## src/rtl/dsm_pkg.sv

```systemverilog
package dsm_pkg;

    typedef enum logic {
        DIR_UP   = 1'b0,
        DIR_DOWN = 1'b1
    } dir_t;

    // Saturate an integer into [lo, hi]
    function automatic int sat_int(input int v, input int lo, input int hi);
        if (v < lo) return lo;
        if (v > hi) return hi;
        return v;
    endfunction

endpackage

```

## src/rtl/dsm_cfg_hold.sv

```systemverilog
module dsm_cfg_hold #(
    parameter int DEPTH_W   = 7,
    parameter int MAX_DEPTH = 60,
    parameter int SPAN_W    = 4,
    parameter int MAX_SPAN  = 10
) (
    input  logic               clk,
    input  logic               rst,
    input  logic               at_zero,
    input  logic [DEPTH_W-1:0] depth_in,
    input  logic [SPAN_W-1:0]  span_in,
    output logic [DEPTH_W-1:0] depth_q,
    output logic [SPAN_W-1:0]  span_q
);
    import dsm_pkg::*;

    logic [DEPTH_W-1:0] depth_sat;
    logic [SPAN_W-1:0]  span_sat;

    always_comb begin
        depth_sat = DEPTH_W'(sat_int(int'(depth_in), 0, MAX_DEPTH));
        span_sat  = SPAN_W'(sat_int(int'(span_in), 1, MAX_SPAN));
    end

    // Settings only move while the profile rests at zero offset
    always_ff @(posedge clk) begin
        if (rst) begin
            depth_q <= '0;
            span_q  <= SPAN_W'(1);
        end else if (at_zero) begin
            depth_q <= depth_sat;
            span_q  <= span_sat;
        end
    end

endmodule

```

## src/rtl/dsm_triangle.sv

```systemverilog
module dsm_triangle #(
    parameter int SPAN_W   = 4,
    parameter int MAX_SPAN = 10,
    localparam int PHASE_W = MAX_SPAN + 1
) (
    input  logic               clk,
    input  logic               rst,
    input  logic               tick,
    input  logic               spread_n,
    input  logic [SPAN_W-1:0]  span_q,
    output logic [PHASE_W-1:0] phase,
    output logic               at_zero
);
    import dsm_pkg::*;

    typedef struct packed {
        logic [PHASE_W-1:0] ph;
        dir_t               dir;
    } tri_state_t;

    tri_state_t st_q, st_d;
    logic [PHASE_W-1:0] peak;
    logic [PHASE_W-1:0] ph_inc;
    logic [PHASE_W-1:0] ph_dec;

    always_comb begin
        peak   = PHASE_W'(1) << span_q;
        ph_inc = st_q.ph + PHASE_W'(1);
        ph_dec = st_q.ph - PHASE_W'(1);
        st_d   = st_q;
        if (tick) begin
            if (st_q.ph == '0) begin
                st_d.dir = DIR_UP;
                if (!spread_n) st_d.ph = PHASE_W'(1);
            end else if (st_q.dir == DIR_UP) begin
                if (spread_n) begin
                    // spreading withdrawn: turn around, same step rate
                    st_d.dir = DIR_DOWN;
                    st_d.ph  = ph_dec;
                end else begin
                    st_d.ph = ph_inc;
                    if (ph_inc == peak) st_d.dir = DIR_DOWN;
                end
            end else begin
                st_d.ph = ph_dec;
            end
        end
    end

    always_ff @(posedge clk) begin
        if (rst) begin
            st_q.ph  <= '0;
            st_q.dir <= DIR_UP;
        end else begin
            st_q <= st_d;
        end
    end

    assign phase   = st_q.ph;
    assign at_zero = (st_q.ph == '0);

endmodule

```

## src/rtl/dsm_scale.sv

```systemverilog
module dsm_scale #(
    parameter int DEPTH_W  = 7,
    parameter int SCALE    = 4,
    parameter int SPAN_W   = 4,
    parameter int PHASE_W  = 11,
    parameter int MAG_W    = 8,
    localparam int OFS_W   = MAG_W + 1,
    localparam int SCALE_W = $clog2(SCALE + 1),
    localparam int PROD_W  = DEPTH_W + SCALE_W + PHASE_W
) (
    input  logic                    clk,
    input  logic                    rst,
    input  logic [DEPTH_W-1:0]      depth_q,
    input  logic [SPAN_W-1:0]       span_q,
    input  logic [PHASE_W-1:0]      phase,
    output logic signed [OFS_W-1:0] offset
);
    logic [PROD_W-1:0] prod;
    logic [PROD_W-1:0] shifted;
    logic [MAG_W-1:0]  mag;
    logic [OFS_W-1:0]  neg;

    always_comb begin
        prod    = PROD_W'(depth_q) * PROD_W'(SCALE) * PROD_W'(phase);
        shifted = prod >> span_q;
        mag     = shifted[MAG_W-1:0];
        neg     = OFS_W'(0) - {1'b0, mag};
    end

    always_ff @(posedge clk) begin
        if (rst) offset <= '0;
        else     offset <= neg;
    end

endmodule

```

## src/rtl/downspread_mod.sv

```systemverilog
module downspread_mod #(
    parameter int DEPTH_W   = 7,
    parameter int MAX_DEPTH = 60,
    parameter int SCALE     = 4,
    parameter int SPAN_W    = 4,
    parameter int MAX_SPAN  = 10,
    localparam int PHASE_W  = MAX_SPAN + 1,
    localparam int MAG_W    = $clog2(MAX_DEPTH * SCALE + 1),
    localparam int OFS_W    = MAG_W + 1
) (
    input  logic                    clk,
    input  logic                    rst,
    input  logic                    tick,
    input  logic                    spread_n,
    input  logic [DEPTH_W-1:0]      depth,
    input  logic [SPAN_W-1:0]       span_log2,
    output logic signed [OFS_W-1:0] offset
);
    logic [DEPTH_W-1:0] depth_q;
    logic [SPAN_W-1:0]  span_q;
    logic [PHASE_W-1:0] phase;
    logic               at_zero;

    dsm_cfg_hold #(
        .DEPTH_W(DEPTH_W), .MAX_DEPTH(MAX_DEPTH),
        .SPAN_W(SPAN_W), .MAX_SPAN(MAX_SPAN)
    ) u_cfg (
        .clk(clk), .rst(rst), .at_zero(at_zero),
        .depth_in(depth), .span_in(span_log2),
        .depth_q(depth_q), .span_q(span_q)
    );

    dsm_triangle #(
        .SPAN_W(SPAN_W), .MAX_SPAN(MAX_SPAN)
    ) u_tri (
        .clk(clk), .rst(rst), .tick(tick), .spread_n(spread_n),
        .span_q(span_q), .phase(phase), .at_zero(at_zero)
    );

    dsm_scale #(
        .DEPTH_W(DEPTH_W), .SCALE(SCALE), .SPAN_W(SPAN_W),
        .PHASE_W(PHASE_W), .MAG_W(MAG_W)
    ) u_scale (
        .clk(clk), .rst(rst), .depth_q(depth_q), .span_q(span_q),
        .phase(phase), .offset(offset)
    );

endmodule

```

## config.mk

```make
export PLATFORM = sky130hd
export DESIGN_NAME = downspread_mod
export DESIGN_NICKNAME = d
export VERILOG_FILES = /design/src/rtl/dsm_pkg.sv /design/src/rtl/dsm_cfg_hold.sv /design/src/rtl/dsm_triangle.sv /design/src/rtl/dsm_scale.sv /design/src/rtl/downspread_mod.sv
export SDC_FILE = /design/constraint.sdc
export NUM_CORES = 1
export LEC_CHECK = 0
export ABC_AREA = 1
export ABC_CLOCK_PERIOD_IN_PS = 5900
export CAP_MARGIN = 30
export CORE_ASPECT_RATIO = 1.2
export CORE_UTILIZATION = 60
export CTS_CLUSTER_SIZE = 16
export DETAILED_ROUTE_END_ITERATION = 7
export HOLD_SLACK_MARGIN = 0.02
export MAX_ROUTING_LAYER = met4
export PLACE_DENSITY_LB_ADDON = 0.08
export SYNTH_ARGS = -nofsm -noshare
export SYNTH_HDL_FRONTEND = slang
export SYNTH_SLANG_ARGS = --single-unit
```

## constraint.sdc

```tcl
create_clock -name clk -period 5.9 [get_ports clk]
set_input_delay 1.475 -clock clk [delete_from_list [all_inputs] [get_ports clk]]
set_output_delay 1.475 -clock clk [all_outputs]
set_load 0.1 [all_outputs]
```

# Word-level counts from Yosys, hierarchy flattened
# Cells that the tools add are included.
# totals
input_bits,15
regBits,32
elab_cells,34
# op_classes
multipliers,1
addsub,3
magnitude_cmp,3
n_eq_ne,2
shift,2
reduce_logical,2
muxes,16
# op_table
cell,n
$mux W12,2
$mux W11,2
$shr A21 B4 Y8,1
$mul A7 B11 Y18,1
$mux W4,3
$add A11 B1 Y11 const B,1
$eq A11 B11 Y1,1
$logic_not A11 Y1,1
$shl A1 B4 Y11 const A,1
$sub A11 B1 Y11 const B,1
$sub A1 B8 Y9 const A,1
$gt A7 B6 Y1 const B,1
$mux W1,7
$mux W7,1
$mux W6,1
$gt A4 B4 Y1 const B,1
$lt A4 B1 Y1 const B,1
$ne A2 B2 Y1 const B,1
$reduce_and A2 Y1,1

# Depth between registers and ports, before layout
# Gate-level depths: netlist of run 1.
# logic_depth
ltp_word,6
mapped_depth,32

# Hierarchy
# Synthesis of run 1 repeated with hierarchy kept, for this count alone.
# unflattened
cells_unflattened,974
hier_area_um2,5839.4
# by_module_without_submodules
mod,area_per_inst_um2,cells_each,n_inst
dsm_scale,3932.5,655,1
dsm_triangle,1433.9,250,1
dsm_cfg_hold,473.0,69,1

# Worst setup path before layout of run 1
# Ideal clock, no wire load.
# synth_path
path_kind,register to register
start,register u_tri.st_q (netlist bit u_tri.phase[3])
end,register u_scale.offset[6]
n_path_buf,1
synth_period_minus_slack_ns,4.771
path_stages_with_launch,28
setup_ns,0.115
t_arrival_ns,4.656
slack_ns,1.129
t_required_ns,5.785
cell_sequence,dfxtp_1 buf_1 nand2_1 fa_1 fa_1 fa_1 inv_1 fa_1 ha_1 nand2_2 inv_2 a21oi_2 nand2_2 nand2_1 nand3_1 nand2_1 nand2_1 nand2_1 nand2_1 nand2_1 inv_1 nand2_1 ha_1 inv_1 nor2_4 nand2_2 o21ai_1 nor2_1
# synth_via
elab_chain_len,3
# synth_rtl
element,line,text
start: declaration,dsm_triangle.sv:21,"tri_state_t st_q, st_d;"
start signal: assignment,dsm_triangle.sv:55,st_q <= st_d;
$mul A7 B11 Y18,dsm_scale.sv:24,prod = PROD_W'(depth_q) * PROD_W'(SCALE) * PROD_W'(phase);
$shr A21 B4 Y8,dsm_scale.sv:25,shifted = prod >> span_q;
$sub A1 B8 Y9,dsm_scale.sv:27,"neg = OFS_W'(0) - {1'b0, mag};"
end signal: assignment,dsm_scale.sv:32,else offset <= neg;
end: declaration,dsm_scale.sv:16,output logic signed [OFS_W-1:0] offset
# Every way passes these cells.
# A chain may end at the register's enable or synchronous reset.

# Final worst setup path of run 1
# layout_path
start,register u_tri.st_q (netlist bit u_tri.phase[4])
end,register u_scale.offset[8]
# The elaborated chain is that of the path after synthesis.

==> results of run 1 <==
[worst register-to-register path: cells and delay by family, from the launching register on]
family,cells,cell delay [ps]
adders and majority gates,6,2670
and+or+nand+nor,12,1380
DFF,1,700
buffers and inverters,4,220
AOI/OAI and AO/OA,2,220
[cells in the mapped netlist (2+ instances only)]
cell / n / area [sq um]
nand2_1: 254 / 953
inv_1: 148 / 556
nand3_1: 101 / 505
fa_1: 44 / 881
nor2_1: 41 / 154
ha_1: 39 / 488
a21oi_1: 36 / 180
dfxtp_1: 32 / 641
o21ai_0: 20 / 100
clkbuf_1: 18 / 67.6
xor2_1: 17 / 149
nand2_2: 16 / 100
nand3_2: 13 / 130
inv_2: 11 / 41.3
buf_2: 10 / 50.1
nor3_1: 10 / 50.1
nor2_4: 8 / 90.1
xnor2_1: 7 / 61.3
buf_4: 5 / 37.5
nand4_1: 4 / 25.0
nor2_2: 4 / 25.0
o211ai_1: 4 / 30.0
and2_1: 3 / 18.8
nor3_2: 3 / 30.0
or2_2: 3 / 18.8
a31oi_1: 2 / 12.5
buf_1: 2 / 7.51
or2_1: 2 / 12.5
[state kept, by name, indices dropped and copies added (netlist names)]
register / flops
u_cfg.depth_q: 7
u_cfg.span_q: 4
u_scale.offset: 9
u_tri.phase: 11
u_tri.st_q: 1
[layout by cell type (no fill, tap or decap), drive strengths merged]
cell / n
nand3: 114
o21ai: 21
or2: 5
nor2: 53
nor4: 1
a21oi: 38
o21a: 1
o21bai: 1
nor3: 13
xnor2: 7
fa: 44
ha: 39
o31ai: 1
inv: 159
and2: 3
clkdlybuf4s50: 23
a31oi: 2
clkbuf: 8
nand4: 4
clkinv: 1
nand2: 270
a22oi: 1
mux2i: 1
o311ai: 1
a32oi: 1
buf: 7
o211ai: 4
dfxtp: 32
xor2: 17
nor3b: 1
[cell families (layout without fill, tap and decap cells)]
| family | Yosys count | in the layout |
|---|---|---|
| AOI/OAI and AO/OA | 71 | 71 |
| xor gates and xnor gates | 24 | 24 |
| adders and majority gates | 83 | 83 |
| buffers and inverters | 196 | 198 |
| DFF | 32 | 32 |
| muxes | 1 | 1 |
| and+or+nand+nor | 464 | 464 |
[power by group through the flow]
stage | clock [mW] | sequential, mW | combinational [mW]
after global routing | 0.191 | 0.479 | 1.88
after floorplan | 0 | 0.516 | 1.24
final | 0.181 | 0.469 | 1.70
after detailed placement | 0 | 0.464 | 1.68
after global placement | 0 | 0.462 | 1.66
after CTS | 0.184 | 0.460 | 1.69
[per-stage QoR]
step	total power [mW]	cells
after floorplan	1.75	871
final	2.35	993
after detailed placement	2.14	985
after global placement	2.12	984
after global routing	2.55	993
after CTS	2.34	993
[path summary, 6_finish.rpt]
path / to / startpoint / cells past startpoint
setup / recovery: u_scale.offset[8] / u_tri.phase[4] / 24
hold / removal: u_tri.st_q[0] / u_tri.st_q[0] / 2
setup reg to reg: u_scale.offset[8] / u_tri.phase[4] / 24
hold reg to reg: u_tri.st_q[0] / u_tri.st_q[0] / 2
[per-layer routing]
| metal | wire [microns] | global-route usage, % | vias to the layer above |
|---|---|---|---|
| met3 | 790 | 4.62 | 36 |
| met1 | 6230 | 39.0 | 2561 |
| met2 | 7490 | 55.8 | 178 |
| li1 | - | - | 2692 |
| met4 | 411 | 12.8 | 0 |
| met5 | 0 | - | - |
[final cells by class]
class	count	area [sq um]
Clock buffer	8	90.1
Fill cell	852	3100
Inverter	160	601
Multi-Input combinational cell	643	4120
Sequential cell	32	641
Tap cell	120	150
Timing Repair Buffer	30	283
==> results.ini, run 1 <==
[outcome]
outcome=finished clean

[power_and_ir_drop]
switching_share_pct=59.8
seq_power_share_pct=20.0
p_per_area_mw_per_mm2=399
pwr-share-clk_pct=7.7
p_int_mw=0.943
p_sw_mw=1.40
power.leakage_nw=3.12
power_frac_comb_pct=72.3
ir_drop_v=0.000425

[yosys]
synthXorXnorAreaFrac_pct=3.80
synth_ff_type=dfxtp_1
ys.warnings.count=0
synth_cell_types=42
synth-simple-area-share_pct=38.6
synth_area_sq_mm=0.00553
synthMuxAreaShare_pct=0.181
ys_seq_area_share_pct=11.6
ys_async_sr_fraction_pct=0
synth_top_family_by_area=simple AND/OR/NAND/NOR gates
syn_nets=969
syn_avg_cell_area_sq_um=6.35
synth_adder_area_share_pct=24.8
ys_ff_latch=32
synth_edf_count=0
syn-instance-count=871
synth_compound_area_share_pct=7.24

[drt]
drtAntennaViolNets=0
wl_per_cell_microns=15.0
drc=0
via_per_inst=5.51
vias=5467
drt_pre_antenna_iters=5
routed_wirelength_microns=14900
drtIter0Drc=350

[clocking]
cts-buffers-inserted=5
clock_latency_ps=290
cts_hold_buf=0
cts_tree=yes
postCtsSetupRepairBufs=0
htreeDepth=2
cts-resized-gates=0
root_buffer=clkbuf_8
clockBufferDepth=2
path_clk_slew_ps=70
clock-sinks=32

[sta]
min_period_over_period_pct=90.8
whs_ps=577
fin_setup_tns_ps=0
finalHoldViolCount=0
max_clock_freq_mhz=187
final.setup_skew_ps=9.27
slew_viol_final=0
slew_headroom_pct=34.2
fin_ws_ps=546
fin_crit_ps=5350
rsz0062_at_grt=false
setup_viol=0
worst_pin_slew_ps=984

[place]
place_area_sq_mm=0.00580
pre_cts_ws_ps=585
gp_congestion=0.942
port_buffers=23
dp_hpwl_microns=12100

[final_layout]
fin_area_sq_mm=0.00589
fin_nets=970
area_growth_pct=6.43
drive_gt1_share_pct=8.48
final_core_util_pct=65.5
antenna_cells=0

[global_routing]
antenna_found_initial=0
grt_pass1_wl_microns=23800
grt_max_degree=26
grt_pass1_vias=5290
grt_overflow=0
track_usage_pct=33.0

[floorplan]
fp.dieH_microns=107
dieArea_sq_mm=0.00961
io_pins=24
placementRows=38
fp.dieW_microns=89.6
floorplan.initialDensity_pct=61.5
core_area_sq_mm=0.00899

[job]
maxCapViolCount=0

[setup_path]
cp_cell_sequence=nand2_1, fa_1, fa_1, fa_1, inv_1, fa_1, ha_1, nand2_2, inv_2, a21oi_2, nand2_2, nand2_1, nand3_1, nand3_1, nand3_1, nand3_1, inv_1, nand2_1, ha_1, inv_1, nor2_4, nand2_2, nor2_1, a21oi_1
cp-end-kind=register
start_kind=register
worstPathMaxFanout=15
rrSetupSlack_ps=550
critical_path_class=reg2reg
path_delay_family=adder cells
critPathSlowestCell=dfxtp_1
cp_num_buf_inv=4
worstPathArrival_ps=5490
max_stage_delay_ps=700
required_ps=6040

[min_path]
min_path_type=reg2reg

Note: power is estimated with default switching activity, not from simulation.
==> inputs of run 2 (changes only) <==
CTS_CLUSTER_SIZE = not set   (was 16)
==> results of run 2 <==
The final DEF is identical to that of run 1; final timing and power are the same.
==> inputs of run 3 (changes only) <==
CORE_MARGIN = 2   (was not set)
==> run 3 against run 2 <==
The run now ends with design-rule violations left. Fmax down 0.94%. Cell count up 0.20%. Clock skew grew 1.4 ps. Core utilization up 0.57 points. Highest routed layer unchanged. Critical path depth up 2. Via count grew 0.40%. Sequential power fell by 3%. Clock-buffer cell count is 1 lower. First-iteration DRC count is 5.4% lower. Sequential share of layout area fell by 0.094 points.
==> results.ini, run 3 (synthesized netlist as in run 1, its figures left out) <==
[final_layout]
stdcell_count=995
regArea_sq_um=641
largest_reg_flops=11
final_cell_mix=nand2_1, inv_1, nand3_1
multi_input_area_sq_mm=0.00412
fin_nets=972
drive_gt1_share_pct=8.91
fillers=840
antenna_cells=0
area_growth_pct=7.35
final_core_util_pct=66.1
final_common_cell=nand2_1

[floorplan]
core_area_sq_mm=0.00899
io_pins=24
placementRows=38
floorplan.initialDensity_pct=61.5
dieArea_sq_mm=0.0100
fp.dieW_microns=91.6
fp.dieH_microns=109

[place]
port_buffers=23
gp_congestion=1.03
dp_hpwl_microns=12100
placedCellCount=987

[global_routing]
grt_overflow=0
track_usage_pct=31.1
grt_pass1_wl_microns=24300
antenna_found_initial=0
grt_max_degree=25
grt_pass1_vias=5301

[clocking]
cts-resized-gates=0
root_buffer=clkbuf_8
path_clk_slew_ps=80
clock_latency_ps=310
postCtsSetupRepairBufs=0
cts_hold_buf=0
clock-sinks=32
htreeDepth=2
cts-buffers-inserted=5
cts_tree=yes
clockBufferDepth=2

[sta]
max_clock_freq_mhz=185
fin_setup_tns_ps=0
worst_pin_slew_ps=968
fin_crit_ps=5410
slew_viol_final=0
rsz0062_at_grt=false
min_period_over_period_pct=91.6
slew_headroom_pct=35.3
setup_viol=0
finalHoldViolCount=0
final.setup_skew_ps=10.7

[setup_path]
worstPathArrival_ps=5600
start_kind=register
required_ps=6090
cp-end-kind=register
worstPathMaxFanout=13
critical_path_class=reg2reg

[drt]
wl_per_cell_microns=14.9
routed_wirelength_microns=14800
drtIter0Drc=331
drc=2
vias=5489
via_per_inst=5.52
drtAntennaViolNets=0
drt_pre_antenna_iters=8

[power_and_ir_drop]
ir_drop_v=0.000601
p_per_area_mw_per_mm2=407
power.leakage_nw=3.15
total_power_mw=2.42

[outcome]
violations=design-rule violations
outcome=complete, but fails checks

[min_path]
min_path_type=reg2reg

[job]
maxCapViolCount=0

[run 3: changes by cell type in the layout (fill, tap and decap cells not counted)]
cell	previous run	this run
clkbuf_1	2	0
bufinv_16	0	1
buf_4	7	9
clkbuf_8	6	7
[run 3: worst paths after layout]
path	from	end	slack [ps]	cells after the start
worst max register to register	u_tri.phase[3]	u_scale.offset[6]	490	26
worst max-delay path	u_tri.phase[3]	u_scale.offset[6]	490	26
worst min-delay path	u_cfg.span_q[2]	u_cfg.span_q[2]	570	2
worst min register to register	u_cfg.span_q[2]	u_cfg.span_q[2]	570	2
[run 3: final cells by class]
class	instances	share of cell area (%)
Clock buffer	7	1.62
Multi-Input combinational cell	643	69.4
Tap cell	120	2.53
Clock inverter	1	0.506
Timing Repair Buffer	32	5.02
Sequential cell	32	10.8
Inverter	160	10.1
[run 3: power breakdown]
part / internal (mW) / total, mW / switching (mW)
clock network: 0.149 / 0.240 / 0.0910
registers: 0.295 / 0.457 / 0.162
logic: 0.558 / 1.72 / 1.16
[run 3: routing by layer]
layer  vias up  GRT usage (%)  wire length, microns
met2       195           54.6                  7500
met3        44           4.28                   911
met5         -              -                     0
met4         0           10.8                   355
met1      2555           36.6                  6060
li1       2695              -                     -
[run 3: per-stage QoR]
step	setup WS (ps)	hold WS, ps	area, sq um
after floorplan	1130	431	5530
after global placement	566	548	5800
after detailed placement	499	561	5810
after CTS	486	571	5940
after global routing	102	611	5940
final	495	567	5940
[run 3: worst max-delay path, cell delays in order (launching register included)]
cell     delay (ps)
dfxtp_1         710
nand2_1         170
fa_1            530
fa_1            520
fa_1            540
inv_1            60
fa_1            480
ha_1            410
nand2_2         190
inv_2            60
a21oi_2         180
nand2_2         100
nand2_1          80
nand3_1          90
nand2_1         100
nand2_1          70
nand2_1          70
nand2_1          50
nand2_1          90
inv_1            40
nand2_1          70
ha_1            160
inv_1            70
nor2_4          130
nand2_2          90
o21ai_1         170
nor2_1           60
